### src/rtl/evt_irq_pkg.sv
package evt_irq_pkg;

  localparam int unsigned BUS_DW = 8;
  localparam int unsigned BUS_AW = 2;

  typedef enum logic [1:0] {
    DET_LEVEL = 2'd0,
    DET_RISE  = 2'd1,
    DET_FALL  = 2'd2
  } det_mode_e;

  localparam logic [BUS_AW-1:0] OFS_STATUS = 2'd0;
  localparam logic [BUS_AW-1:0] OFS_PEND   = 2'd1;
  localparam logic [BUS_AW-1:0] OFS_ENABLE = 2'd2;
  localparam logic [BUS_AW-1:0] OFS_SPARE  = 2'd3;

endpackage

### src/rtl/evt_rst_sync.sv
module evt_rst_sync #(
  parameter int unsigned STAGES = 2
) (
  input  logic clk,
  input  logic rst_n,
  output logic rst_sync_n
);

  logic [STAGES-1:0] sync_q;
  logic [STAGES-1:0] sync_d;

  always_comb begin
    sync_d = {sync_q[STAGES-2:0], 1'b1};
  end

  always_ff @(posedge clk or negedge rst_n) begin
    if (!rst_n) begin
      sync_q <= '0;
    end else begin
      sync_q <= sync_d;
    end
  end

  assign rst_sync_n = sync_q[STAGES-1];

endmodule

### src/rtl/evt_detect.sv
module evt_detect
  import evt_irq_pkg::*;
#(
  parameter int unsigned          NUM_EVT = 3,
  parameter logic [2*NUM_EVT-1:0] MODES   = '0
) (
  input  logic               clk,
  input  logic               rst_n,
  input  logic [NUM_EVT-1:0] evt_i,
  output logic [NUM_EVT-1:0] set_o
);

  generate
    for (genvar i = 0; i < NUM_EVT; i++) begin : g_evt
      localparam det_mode_e MODE = det_mode_e'(MODES[2*i +: 2]);

      if (MODE == DET_RISE || MODE == DET_FALL) begin : g_edge
        // previous-level flop exists only for edge-sensitive sources
        logic prev_q;
        logic prev_d;

        always_comb begin
          prev_d = evt_i[i];
        end

        always_ff @(posedge clk or negedge rst_n) begin
          if (!rst_n) begin
            prev_q <= 1'b0;
          end else begin
            prev_q <= prev_d;
          end
        end

        if (MODE == DET_RISE) begin : g_rise
          assign set_o[i] = evt_i[i] & ~prev_q;
        end else begin : g_fall
          assign set_o[i] = ~evt_i[i] & prev_q;
        end
      end else begin : g_level
        assign set_o[i] = evt_i[i];
      end
    end
  endgenerate

endmodule

### src/rtl/evt_bus_slave.sv
module evt_bus_slave
  import evt_irq_pkg::*;
#(
  parameter int unsigned NUM_EVT = 3
) (
  input  logic               clk,
  input  logic               rst_n,
  input  logic               cyc_i,
  input  logic               stb_i,
  input  logic               we_i,
  input  logic [BUS_AW-1:0]  adr_i,
  input  logic [BUS_DW-1:0]  dat_i,
  output logic [BUS_DW-1:0]  dat_o,
  output logic               ack_o,
  input  logic [NUM_EVT-1:0] status_i,
  input  logic [NUM_EVT-1:0] pend_i,
  input  logic [NUM_EVT-1:0] en_i,
  output logic [NUM_EVT-1:0] clr_o,
  output logic               en_we_o,
  output logic [NUM_EVT-1:0] en_wdata_o
);

  localparam int PAD_W = int'(BUS_DW) - int'(NUM_EVT);

  function automatic logic [BUS_DW-1:0] widen(input logic [NUM_EVT-1:0] v);
    logic [BUS_DW-1:0] r;
    r              = '0;
    r[NUM_EVT-1:0] = v;
    return r;
  endfunction

  logic              ack_q;
  logic              ack_d;
  logic [BUS_DW-1:0] rdat_q;
  logic [BUS_DW-1:0] rdat_d;
  logic [BUS_DW-1:0] rsel;
  logic              accept;
  logic              rd_go;
  logic              wr_go;

  always_comb begin
    accept = cyc_i & stb_i & ~ack_q;
    rd_go  = accept & ~we_i;
    wr_go  = accept & we_i;

    case (adr_i)
      OFS_STATUS: rsel = widen(status_i);
      OFS_PEND:   rsel = widen(pend_i);
      OFS_ENABLE: rsel = widen(en_i);
      default:    rsel = '0;
    endcase

    ack_d      = accept;
    rdat_d     = rd_go ? rsel : '0;
    clr_o      = (wr_go && adr_i == OFS_PEND) ? dat_i[NUM_EVT-1:0] : '0;
    en_we_o    = wr_go && (adr_i == OFS_ENABLE);
    en_wdata_o = dat_i[NUM_EVT-1:0];
  end

  generate
    if (PAD_W > 0) begin : g_pad
      logic unused_hi;
      assign unused_hi = ^dat_i[BUS_DW-1:NUM_EVT];
    end
  endgenerate

  always_ff @(posedge clk or negedge rst_n) begin
    if (!rst_n) begin
      ack_q  <= 1'b0;
      rdat_q <= '0;
    end else begin
      ack_q  <= ack_d;
      rdat_q <= rdat_d;
    end
  end

  assign ack_o = ack_q;
  assign dat_o = rdat_q;

  AST_ACK_PULSE: assert property (@(posedge clk) disable iff (!rst_n)
    ack_q |=> !ack_q);

  AST_ACK_NEEDS_REQ: assert property (@(posedge clk) disable iff (!rst_n)
    ack_q |-> $past(cyc_i && stb_i));

  AST_SPARE_READS_ZERO: assert property (@(posedge clk) disable iff (!rst_n)
    (ack_q && $past(!we_i && adr_i == OFS_SPARE)) |-> (rdat_q == '0));

endmodule

### src/rtl/evt_irq_regs.sv
module evt_irq_regs #(
  parameter int unsigned NUM_EVT = 3
) (
  input  logic               clk,
  input  logic               rst_n,
  input  logic [NUM_EVT-1:0] set_i,
  input  logic [NUM_EVT-1:0] clr_i,
  input  logic               en_we_i,
  input  logic [NUM_EVT-1:0] en_wdata_i,
  output logic [NUM_EVT-1:0] pend_o,
  output logic [NUM_EVT-1:0] en_o,
  output logic               irq_o
);

  logic [NUM_EVT-1:0] pend_q;
  logic [NUM_EVT-1:0] pend_d;
  logic [NUM_EVT-1:0] en_q;
  logic [NUM_EVT-1:0] en_d;
  logic               armed_q;

  always_comb begin
    // set is applied after the clear, so a same-edge detection survives
    pend_d = (pend_q & ~clr_i) | set_i;
    en_d   = en_wdata_i;
  end

  always_ff @(posedge clk or negedge rst_n) begin
    if (!rst_n) begin
      pend_q  <= '0;
      en_q    <= '0;
      armed_q <= 1'b0;
    end else begin
      pend_q  <= pend_d;
      armed_q <= 1'b1;
      if (en_we_i) begin
        en_q <= en_d;
      end
    end
  end

  assign pend_o = pend_q;
  assign en_o   = en_q;
  assign irq_o  = |(pend_q & en_q);

  AST_EN_ONLY_ON_WRITE: assert property (@(posedge clk) disable iff (!rst_n)
    (armed_q && !$past(en_we_i)) |-> $stable(en_q));

  generate
    for (genvar i = 0; i < NUM_EVT; i++) begin : g_chk
      AST_SET_WINS: assert property (@(posedge clk) disable iff (!rst_n)
        (armed_q && $past(set_i[i])) |-> pend_q[i]);

      AST_PEND_HOLDS: assert property (@(posedge clk) disable iff (!rst_n)
        (armed_q && $past(pend_q[i] && !clr_i[i])) |-> pend_q[i]);

      AST_CLEAR_TAKES: assert property (@(posedge clk) disable iff (!rst_n)
        (armed_q && $past(clr_i[i] && !set_i[i])) |-> !pend_q[i]);
    end
  endgenerate

endmodule

### src/rtl/evt_irq_ctrl.sv
module evt_irq_ctrl
  import evt_irq_pkg::*;
#(
  parameter int unsigned          NUM_EVT    = 3,
  parameter logic [2*NUM_EVT-1:0] MODES      = 6'b10_01_00,
  parameter int unsigned          RST_STAGES = 2
) (
  input  logic               clk,
  input  logic               rst_n,
  input  logic [NUM_EVT-1:0] evt_i,
  input  logic               wb_cyc_i,
  input  logic               wb_stb_i,
  input  logic               wb_we_i,
  input  logic [1:0]         wb_adr_i,
  input  logic [7:0]         wb_dat_i,
  output logic [7:0]         wb_dat_o,
  output logic               wb_ack_o,
  output logic               irq_o
);

  logic               rst_core_n;
  logic [NUM_EVT-1:0] set_w;
  logic [NUM_EVT-1:0] clr_w;
  logic [NUM_EVT-1:0] pend_w;
  logic [NUM_EVT-1:0] en_w;
  logic [NUM_EVT-1:0] en_wdata_w;
  logic               en_we_w;

  evt_rst_sync #(
    .STAGES(RST_STAGES)
  ) u_rst_sync (
    .clk       (clk),
    .rst_n     (rst_n),
    .rst_sync_n(rst_core_n)
  );

  evt_detect #(
    .NUM_EVT(NUM_EVT),
    .MODES  (MODES)
  ) u_detect (
    .clk  (clk),
    .rst_n(rst_core_n),
    .evt_i(evt_i),
    .set_o(set_w)
  );

  evt_irq_regs #(
    .NUM_EVT(NUM_EVT)
  ) u_regs (
    .clk       (clk),
    .rst_n     (rst_core_n),
    .set_i     (set_w),
    .clr_i     (clr_w),
    .en_we_i   (en_we_w),
    .en_wdata_i(en_wdata_w),
    .pend_o    (pend_w),
    .en_o      (en_w),
    .irq_o     (irq_o)
  );

  evt_bus_slave #(
    .NUM_EVT(NUM_EVT)
  ) u_bus (
    .clk       (clk),
    .rst_n     (rst_core_n),
    .cyc_i     (wb_cyc_i),
    .stb_i     (wb_stb_i),
    .we_i      (wb_we_i),
    .adr_i     (wb_adr_i),
    .dat_i     (wb_dat_i),
    .dat_o     (wb_dat_o),
    .ack_o     (wb_ack_o),
    .status_i  (evt_i),
    .pend_i    (pend_w),
    .en_i      (en_w),
    .clr_o     (clr_w),
    .en_we_o   (en_we_w),
    .en_wdata_o(en_wdata_w)
  );

  AST_IRQ_GATED: assert property (@(posedge clk) disable iff (!rst_core_n)
    (en_w == '0) |-> !irq_o);

  AST_STATUS_READ_ONLY: assert property (@(posedge clk) disable iff (!rst_core_n)
    (wb_ack_o && $past(wb_we_i && wb_adr_i == OFS_STATUS)) |-> $stable(en_w));

endmodule

### config.mk
export PLATFORM = sky130hd
export DESIGN_NAME = evt_irq_ctrl
export DESIGN_NICKNAME = d
export VERILOG_FILES = /design/src/rtl/evt_irq_pkg.sv /design/src/rtl/evt_rst_sync.sv /design/src/rtl/evt_detect.sv /design/src/rtl/evt_bus_slave.sv /design/src/rtl/evt_irq_regs.sv /design/src/rtl/evt_irq_ctrl.sv
export SDC_FILE = /design/constraint.sdc
export NUM_CORES = 1
export LEC_CHECK = 0
export ABC_CLOCK_PERIOD_IN_PS = 2750
export CORE_UTILIZATION = 43
export DETAILED_ROUTE_END_ITERATION = 10
export HOLD_SLACK_MARGIN = 0.08
export PLACE_DENSITY_LB_ADDON = 0.25
export SKIP_LAST_GASP = 1
export SLEW_MARGIN = 20
export SYNTH_ARGS = -nofsm -noshare
export SYNTH_HDL_FRONTEND = slang
export SYNTH_SLANG_ARGS = --single-unit
### constraint.sdc
create_clock -name clk -period 2.75 [get_ports clk]
set_input_delay 0.6875 -clock clk [delete_from_list [all_inputs] [get_ports clk]]
set_output_delay 0.6875 -clock clk [all_outputs]
set_load 0.005 [all_outputs]
; Word-level counts from Yosys, hierarchy flattened
; Index checks and enable logic that the tools add are counted.
; Widths: inputs -> output; s select.
[op_classes]
bitwise_logic = 14
n_eq_ne = 2
n_mux = 3
reduce_logical = 4
[op_table]
columns = operator, count
row1 = $pmux 3 s3, 1
row2 = $and 1x1->1, 6
row3 = $and 3x3->3, 2
row4 = $mux 3, 2
row5 = $not 1->1, 4
row6 = $not 3->3, 1
row7 = $or 3x3->3, 1
row8 = $reduce_or 3->1, 1
row9 = $eq 2x1->1 const B, 1
row10 = $eq 2x2->1 const B, 1
row11 = $logic_and 1x1->1, 2
row12 = $logic_not 2->1, 1
[totals]
regBits = 19
word_cells = 30
output_inout_bits = 10
input_bits = 18

; Longest topological paths before layout
[depth]
ltp_word = 8
depth_mapped = 4
mapped_depth_nobuf = 3

; By module
; Synthesis repeated with hierarchy kept, for this count alone.
[unflattened]
cells_unflattened = 61
area_unflattened_um2 = 705.7
[by_module_without_submodules]
columns = mod, instances, seq_area_each_um2, area_each_um2, cells_per_inst
row1 = evt_bus_slave, 1, 100.1, 335.3, 36
row2 = evt_irq_regs, 1, 150.1, 231.5, 17
row3 = evt_detect, 1, 50.0, 85.1, 5
row4 = evt_rst_sync, 1, 50.0, 53.8, 3

; Least setup slack after synthesis
; OpenSTA, ideal clock, no wires.
[synth_timing]
path_kind = input -> register
startpoint = input wb_we_i
endpoint = register u_regs.en_q[0] (netlist: u_regs.en_o[0])
arrival_time_ns = 1.440
n_path_buf = 0
required_time_ns = 2.625
stages = 3
setup_slack_ns = 1.185
setup_time_ns = 0.125
path_cell_list = and4b_4 and3b_4 mux2_4
[synth_between]
elab_chain_len = 2
[synth_lines]
columns = element, line_no
row1 = start: declaration, evt_irq_ctrl.sv:13  ; input logic wb_we_i,
row2 = $and 1x1->1, evt_bus_slave.sv:44  ; wr_go = accept & we_i;
row3 = $logic_and 1x1->1, evt_bus_slave.sv:56  ; en_we_o = wr_go && (adr_i == OFS_ENABLE);
row4 = end signal: assignment, evt_irq_regs.sv:36  ; en_q <= en_d;
row5 = end: declaration, evt_irq_regs.sv:17  ; logic [NUM_EVT-1:0] en_q;
; Every way passes these cells.
; A chain may end at the register's enable or synchronous reset.

; Worst setup path in the final report
[layout_timing]
startpoint = register u_regs.pend_q[0] (netlist: u_regs.pend_o[0])
endpoint = output irq_o
[layout_between]
elab_chain_len = 2
[layout_lines]
columns = element, line_no
row1 = start: declaration, evt_irq_regs.sv:15  ; logic [NUM_EVT-1:0] pend_q;
row2 = start signal: assignment, evt_irq_regs.sv:33  ; pend_q <= pend_d;
row3 = $and 3x3->3, evt_irq_regs.sv:43  ; assign irq_o = |(pend_q & en_q);
row4 = $reduce_or 3->1, evt_irq_regs.sv:43
row5 = end: declaration, evt_irq_ctrl.sv:18  ; output logic irq_o
; Every way passes these cells.

==> metrics.txt <==
worst setup margin roughly 540 ps; largest stage delay on the critical path between 400 and 500 ps; fin crit share 80.3%; Synth Area in Compound Gates a little under an eighth; Synth Area in Adders 0%; unrepaired setup endpoints after global routing false; CTS max path bufs 2; Final Max Tran Viols 0; post-cts sizing count 0; slowest CP cell clkdlybuf4s50_1; Ant. Diodes 0; crit-path cells a222oi_1, inv_1, clkdlybuf4s50_1; leakage approximately 0.37 nW; share of layout cells above drive strength 1 between 10% and 20%; Clk pin slew, worst setup/hold paths 70 ps; top-area cell type share of the netlist area a little over half; port bufs 17; CTS root buf clkbuf_4; clock period minus worst slack roughly 2200 ps; mux contribution to synthesized area between 10% and 20%; io pins 28; Pwr Density roughly 510 mW/mm^2; global-route wire length before repair 1600 microns; ranking of synthesized cells by area dfrtp_1 54%, mux2_4 7.0%, buf_4 5.8%, mux2i_1 4.7%, a21boi_1 3.5%; clk_lat worst skew approximately 270 ps; chip height between 40 and 50 microns; synth warn 0; synthesized flop and latch total 14; DIE AREA around 0.0017 sq mm; placed inst area between 800 and 900 sq um; CTS H-Tree Depth 1; DRT Pass-1 Iters 4; TritonCTS buffer count 3; Total Routing Usage GR 15.9%; clock skew 5.29 ps; vias in the first global route around 380; WS Path Type reg -> out; Routed Antenna Nets 0; drt total wl 1090 microns; DRC 0; Hold Fails Final Rpt 0; synth-to-layout area growth 28.5%; status finished, final reports clean; pre-CTS setup slack a little over 600 ps; sequential area share after synthesis a little over half; Bufs and invs on worst path 2; Post-Syn Area ~640 sq um; CTS tree done; worst r2r src u_bus.ack_o$_DFF_PN0_; Yosys top cell by area dfrtp_1; final core occ around three fifths; detailed-placement wirelength estimate roughly 900 microns; Layout fillers about 110; Crit path required time 2060 ps; hold_buf cts 0; via count ~420; final total power 422 uW; Synth Area in Simple Gates 13.2%; post-CTS setup buffers 0; Startpoint Class flop; max-capacitance violation count 0; min-delay worst type reg -> async; top cell family by delay on the critical path buffers and inverters; Hold WS 176 ps; critical path endpoint category output pin; CP Max Fanout 3; average size of a mapped cell 12.2 sq um; XOR/XNOR share of the synthesized area 0%; Worst setup startpoint u_regs.pend_o[0]$_DFF_PN0_; Final TNS setup 0 ps; RR Endpoint u_regs.en_o[0]$_DFFE_PN0P_; pin count of the biggest net entering global routing 13; routability cong. approximately 0.75; Iteration-0 DRC Markers 9; width of the die around 41 microns; CP Data Arrival Time approximately 1500 ps; fmax between 400 and 500 MHz; initial antenna violation count 0; total gr overflow 0; largest family of logic cells by synthesized area simple AND/OR/NAND/NOR gates; CORE AREA 0.00135 sq mm; site row count 13; R2R Setup Slk ~1300 ps; Cell Count, Final, Fillers Out 86; fin nets just over 90; endpoints failing setup 0; Synth cell types 19; Reg2Reg Depth 3; cells after synthesis between 50 and 60; Max rail drop VDD between 300 and 400 uV; Initial Util between 40% and 50%; vias per cell 4.93; clock sinks 14; final instance area between 800 and 900 sq um; post-detailed-route wirelength per cell between 10 and 15 microns; Placed Instances 83
[where the power goes]
part           switching, mW  internal, mW  total (mW)
clock network         0.0555        0.0507       0.106
logic                 0.0252        0.0536      0.0788
registers             0.0148         0.222       0.237
total                 0.0955         0.327       0.422
[layer usage]
| layer | GRT usage, % | share of wire (%) | up-vias |
|---|---|---|---|
| li1 | - | - | 208 |
| met5 | 0 | 0 | - |
| met1 | 17.1 | 43 | 193 |
| met3 | 8.15 | 6.1 | 5 |
| met2 | 24.6 | 49 | 18 |
| met4 | 10.0 | 1.9 | 0 |
[flip-flops by register name (all words and copies together) (netlist names)]
register and cells:
u_rst_sync.sync_q 2, u_bus.ack_o 1, u_detect.g_evt.g_edge.prev_q 2, u_regs.pend_o 3, u_bus.dat_o 3, u_regs.en_o 3
[worst reg2reg max path, cell delays in order, from the launching register on]
cell and delay [ps]:
dfrtp_1 410, and4b_4 370, and3b_4 240, mux2_4 310
[cells in the final DEF, fill, tap and decap left out, drive strengths merged, types with 2 or more instances in the layout]
cell,instances
a21boi,3
a22o,2
clkbuf,3
clkdlybuf4s50,17
conb,6
dfrtp,14
inv,3
mux2,3
mux2i,3
nand2,4
nand3,3
or2,3
[worst max-delay path by stage]
stage | endpoint | slack, ps | cells after the start
CTS | irq_o | 530 | 3
global placement | u_regs.en_o[0]$_DFFE_PN0P_ | 620 | 4
finish | irq_o | 540 | 3
detailed placement | u_regs.en_o[2]$_DFFE_PN0P_ | 620 | 4
floorplan | u_regs.en_o[0]$_DFFE_PN0P_ | 1180 | 3
global route | irq_o | 460 | 3
[layout make-up]
type                    count  area, sq um  area share (%)
flip-flops and latches     14          350            42.3
multi-input cells          34          255            30.8
repair buffers             17          170            20.5
clock buffers               3         22.5            2.72
well taps                  15         18.8            2.27
inverters                   3         11.3            1.36
[Yosys cell counts]
library cell,n
and3b_4,1
dfrtp_1,14
a222oi_1,1
a22o_1,2
and4b_4,1
conb_1,2
a2111oi_2,1
buf_4,5
nor2_1,1
a21o_1,1
a21boi_1,3
mux2_4,3
buf_2,1
nor2b_1,1
or2_2,3
nand3_1,3
nand2_1,4
mux2i_1,3
inv_1,3
[cells by family after synthesis]
kind of cell | count (synthesis)
AOI/OAI and AO/OA | 8
buffers and inverters | 9
DFF | 14
muxes | 6
other | 2
and+or+nand+nor | 14
Note: power is estimated with default switching activity, not from simulation.
